File: src/rtl/link_ctl_conditioner.sv
module link_ctl_conditioner #(
  parameter int DW       = 24,
  parameter int CW       = 3,
  parameter int WIN      = 130,
  parameter int FILT_LEN = 3,
  parameter int BUD_FAST = 2,
  parameter int BUD_SLOW = 1,
  parameter int SLOW_CH  = 2
) (
  input  logic          clk,
  input  logic          pwr_en,
  input  logic          edge_rise,
  input  logic [1:0]    mode,
  input  logic [DW-1:0] pix_in,
  input  logic [CW-1:0] ctl_in,
  output logic [DW-1:0] pix_out,
  output logic [CW-1:0] ctl_out,
  output logic [CW-1:0] viol,
  output logic          legacy
);
  localparam int HL = FILT_LEN - 1;
  localparam int AW = $clog2(WIN + 1);

  logic [DW-1:0] d_r, d_f, d_cap;
  logic [CW-1:0] c_r, c_f, c_cap, cand, stable;
  logic [DW-1:0] dh [HL];
  logic [CW-1:0] ch [HL];

  wire filt_on = (mode == 2'b01);
  assign legacy = mode[1];

  always_ff @(posedge clk or negedge pwr_en)
    if (!pwr_en) begin
      d_r <= '0;
      c_r <= '0;
    end else begin
      d_r <= pix_in;
      c_r <= ctl_in;
    end

  always_ff @(negedge clk or negedge pwr_en)
    if (!pwr_en) begin
      d_f <= '0;
      c_f <= '0;
    end else begin
      d_f <= pix_in;
      c_f <= ctl_in;
    end

  assign d_cap = edge_rise ? d_r : d_f;
  assign c_cap = edge_rise ? c_r : c_f;

  always_ff @(posedge clk or negedge pwr_en)
    if (!pwr_en) begin
      for (int i = 0; i < HL; i++) begin
        dh[i] <= '0;
        ch[i] <= '0;
      end
      pix_out <= '0;
    end else begin
      dh[0] <= d_cap;
      ch[0] <= c_cap;
      for (int i = 1; i < HL; i++) begin
        dh[i] <= dh[i-1];
        ch[i] <= ch[i-1];
      end
      pix_out <= filt_on ? dh[HL-1] : d_cap;
    end

  // a bit is stable when every stored sample matches the newest capture
  always_comb begin
    stable = '1;
    for (int i = 0; i < HL; i++) stable = stable & ~(ch[i] ^ c_cap);
    cand = filt_on ? ((c_cap & stable) | (ctl_out & ~stable)) : c_cap;
  end

  for (genvar j = 0; j < CW; j++) begin : g_ch
    localparam int BUD = (j == SLOW_CH) ? BUD_SLOW : BUD_FAST;
    localparam int LW  = $clog2(BUD + 1);

    logic [AW-1:0] age [BUD];
    logic [LW-1:0] live;
    logic          o_q, v_q;

    wire want = cand[j] ^ o_q;
    wire room = live < LW'(BUD);

    always_comb begin
      live = '0;
      for (int i = 0; i < BUD; i++)
        if (age[i] < AW'(WIN)) live = live + 1'b1;
    end

    // age[0] is the newest accepted change; ages saturate at WIN (expired)
    always_ff @(posedge clk or negedge pwr_en)
      if (!pwr_en) begin
        o_q <= 1'b0;
        v_q <= 1'b0;
        for (int i = 0; i < BUD; i++) age[i] <= AW'(WIN);
      end else begin
        for (int i = 0; i < BUD; i++)
          age[i] <= (age[i] < AW'(WIN)) ? age[i] + 1'b1 : age[i];
        if (want && room) begin
          o_q    <= cand[j];
          age[0] <= AW'(1);
          for (int i = 1; i < BUD; i++)
            age[i] <= (age[i-1] < AW'(WIN)) ? age[i-1] + 1'b1 : age[i-1];
        end
        if (want && !room) v_q <= 1'b1;
      end

    assign ctl_out[j] = o_q;
    assign viol[j]    = v_q;
  end
endmodule

File: config.mk
export PLATFORM = sky130hd
export DESIGN_NAME = link_ctl_conditioner
export DESIGN_NICKNAME = d
export VERILOG_FILES = /design/src/rtl/link_ctl_conditioner.sv
export SDC_FILE = /design/constraint.sdc
export NUM_CORES = 1
export LEC_CHECK = 0
export ABC_AREA = 1
export BUFFER_PORTS_ARGS = -buffer_cell sky130_fd_sc_hd__buf_2
export CORE_ASPECT_RATIO = 1.5
export CORE_MARGIN = 8
export CORE_UTILIZATION = 58
export CTS_CLUSTER_DIAMETER = 30
export DETAILED_ROUTE_END_ITERATION = 8
export GPL_ROUTABILITY_DRIVEN = 0
export PLACE_DENSITY = 0.78
export SLEW_MARGIN = 20
export SYNTH_ARGS = -nofsm -noshare
export SYNTH_HDL_FRONTEND = slang
export SYNTH_SLANG_ARGS = --single-unit
File: constraint.sdc
create_clock -name clk -period 2 [get_ports clk]
set_input_delay 0.2 -clock clk [delete_from_list [all_inputs] [get_ports clk]]
set_output_delay 0.2 -clock clk [all_outputs]
set_load 0.02 [all_outputs]
==> results.json <==
{
  "skew_ps": 26.84,
  "worstSkewPairLatency_ps": 420,
  "drt_pass1_iterations": 4,
  "syn_to_final_growth_pct": 28.98,
  "power_leakage_nw": 4.168,
  "hold_violations": 0,
  "cpMaxStageDelayCell": "dfrtn_1",
  "postRouteAntennaNets": 0,
  "io_pins": 63,
  "htree_levels": 4,
  "relSlewSlack_pct": 55.81,
  "die_h_um": 147.8,
  "setup_viol": 46,
  "tightestPinTransition_ps": 661.2,
  "utilization_pct": 75.94,
  "grt_max_degree": 36,
  "crit_arrival_ps": 2690,
  "rows": 48,
  "crit_chain": "inv_1 > o21ai_2 > nand2_2 > nand2_4 > nand3_4 > buf_6 > nand4_1 > nand3_1",
  "syn-mean-instance-area_sq_um": 10.98,
  "max_stage_delay_ps": 380,
  "path_class": "flip-flop to flip-flop",
  "layout-drive-gt1-share_pct": 31.56,
  "required_ps": 2290,
  "clock_sinks": 178,
  "stdcell_area_sq_um": 8666,
  "drtIter0Drc": 205,
  "ys_async_sr_fraction_pct": 100.0,
  "worst_slack_ps": -407.3,
  "vias": 4765,
  "max_cap_viol_count": 0,
  "initial_core_util_pct": 58.88,
  "synth_flop_cell": "dfrtp_1",
  "via_per_inst": 5.283,
  "cts_inserted_buffers": 17,
  "placed_area_sq_um": 7343,
  "min_path_type": "primary input to async pin",
  "r2r_setup_slack_ps": -410,
  "hold_ws_ps": 223.1,
  "die_x_um": 103.9,
  "cts_tree": "built",
  "ys_seq_area_share_pct": 66.48,
  "cp_max_fo": 6,
  "outcome": "complete, but fails checks",
  "grt_pass1_wl_um": 24610,
  "grt_pass1_vias": 5072,
  "rr_endpoint": "g_ch[1].age[5]",
  "die_area_sq_um": 15360,
  "max-clock-path-buffers": 2,
  "rr_startpoint": "c_f[1]",
  "overflow": 0,
  "yosysWarnings": 0,
  "synth_cell_types": 37,
  "final_cell_mix": "nand2_1 (154), dfrtp_1 (141), buf_2 (61), inv_1 (37), nand3_1 (33)",
  "gr-usage-all-layers_pct": 19.98,
  "routed_wl_um": 15330,
  "place_hpwl_um": 8674,
  "r2r_cells": 8,
  "final_common_cell": "nand2_1",
  "nets": 775,
  "syn_inst": 612,
  "cp_top_family": "simple AND/OR/NAND/NOR gates",
  "powerDensity_nw_per_um2": 1034,
  "violations": "negative setup slack",
  "slew_viol_final": 0,
  "core_area_sq_um": 11410,
  "drc": 0,
  "path_buf_inv": 2,
  "ir_drop_mv": 0.9111,
  "root_buffer": "clkbuf_16",
  "grt_antenna_before_repair": 1,
  "startpoint_type": "flip-flop",
  "wl_per_cell_um": 17.00,
  "endpoint_kind": "flip-flop",
  "port_buffers": 62,
  "rsz0062_at_grt": "true",
  "ys_seq_elements": 178,
  "synth_edf_count": 0,
  "synth.cell_area_sq_um": 6719,
  "path_clk_slew_ps": 70,
  "syn-num-nets": 649
}
## repair_timing
| action | 4_1_cts | 5_1_grt |
|---|---|---|
| pin swaps | 19 | 7 |
| buffers inserted | 5 | 5 |
| resized for setup | 40 | 26 |
| hold buffers | 28 | 0 |
| endpoints found under the hold margin | 93 | 0 |
| endpoints found under the setup margin | 46 | 46 |
| cloned | 4 | 1 |
## where the power goes
group	internal (mW)	switching (mW)
clock network	1.91	1.50
logic	0.556	0.877
registers	3.93	0.196
## area by class of cell
type	count	area, sq um
timing repair buffer	126	938.4
sequential	178	4467
multi-input combinational	373	2292
tap	150	187.7
antenna	1	2.502
inverter	42	162.7
fill	663	2745
clock inverter	15	190.2
clock buffer	17	425.4
## routing by layer
metal,up-vias,wire (um),track usage [%]
li1,2215,-,-
met3,22,631,5.664
met4,0,336,5.091
met1,2413,5868,21.97
met2,115,8495,36.83
met5,-,0,0
## cell usage after synthesis, types with 4 or more instances
library cell,instances,area [sq um]
a21boi_0,4,30.03
a21oi_1,6,30.03
and2_1,4,25.02
buf_2,5,25.02
buf_4,8,60.06
buf_6,4,45.04
dfrtn_1,27,675.7
dfrtp_1,141,3528
dfstp_2,10,262.8
ha_1,5,62.56
inv_1,38,142.6
mux2_2,24,270.3
nand2_1,165,619.3
nand2_2,4,25.02
nand3_1,59,295.3
nand4_1,6,37.54
nor2_1,32,120.1
nor3_1,6,30.03
o21ai_0,13,65.06
o21ai_1,5,25.02
xnor2_1,6,52.55
xor2_1,14,122.6
## worst max path at each step
| stage | to | startpoint | cells after the start |
|---|---|---|---|
| 5_1_grt | g_ch[1].age[5] | c_f[1] | 8 |
| 2_1_floorplan | g_ch[1].age[3] | c_f[1] | 8 |
| 4_1_cts | g_ch[1].age[2] | c_f[1] | 9 |
| 3_3_place_gp | g_ch[1].age[2] | c_f[1] | 9 |
| 6_report | g_ch[1].age[5] | c_f[1] | 8 |
| 3_5_place_dp | g_ch[1].age[2] | c_f[1] | 9 |
## stage by stage
step / power, mW / setup slack [ps] / cells / TNS (ps)
floorplan: 4.975 / -214.0 / 612 / -6177
global placement: 5.272 / -308.5 / 826 / -8504
detailed placement: 5.347 / -377.5 / 826 / -10500
CTS: 8.906 / -280.3 / 895 / -9758
global route: 9.317 / -453.3 / 901 / -15140
finish: 8.964 / -407.3 / 902 / -12790
## registers in the layout (all words and copies together), names as in the netlist
register  cells
g_ch.age     40
ch            6
pix_out      24
g_ch.o_q      3
d_f          24
c_r           3
d_r          24
dh           48
g_ch.v_q      3
c_f           3
## cells by family after synthesis
family	count (synthesis)	synth area share, %
compound gates	36	3.184
xor+xnor	20	2.607
fa+ha+maj	5	0.9311
buf+inv	64	4.562
flops	178	66.48
mux	24	4.022
simple gates	285	18.21
No activity file was read; power rests on OpenSTA's default activity.
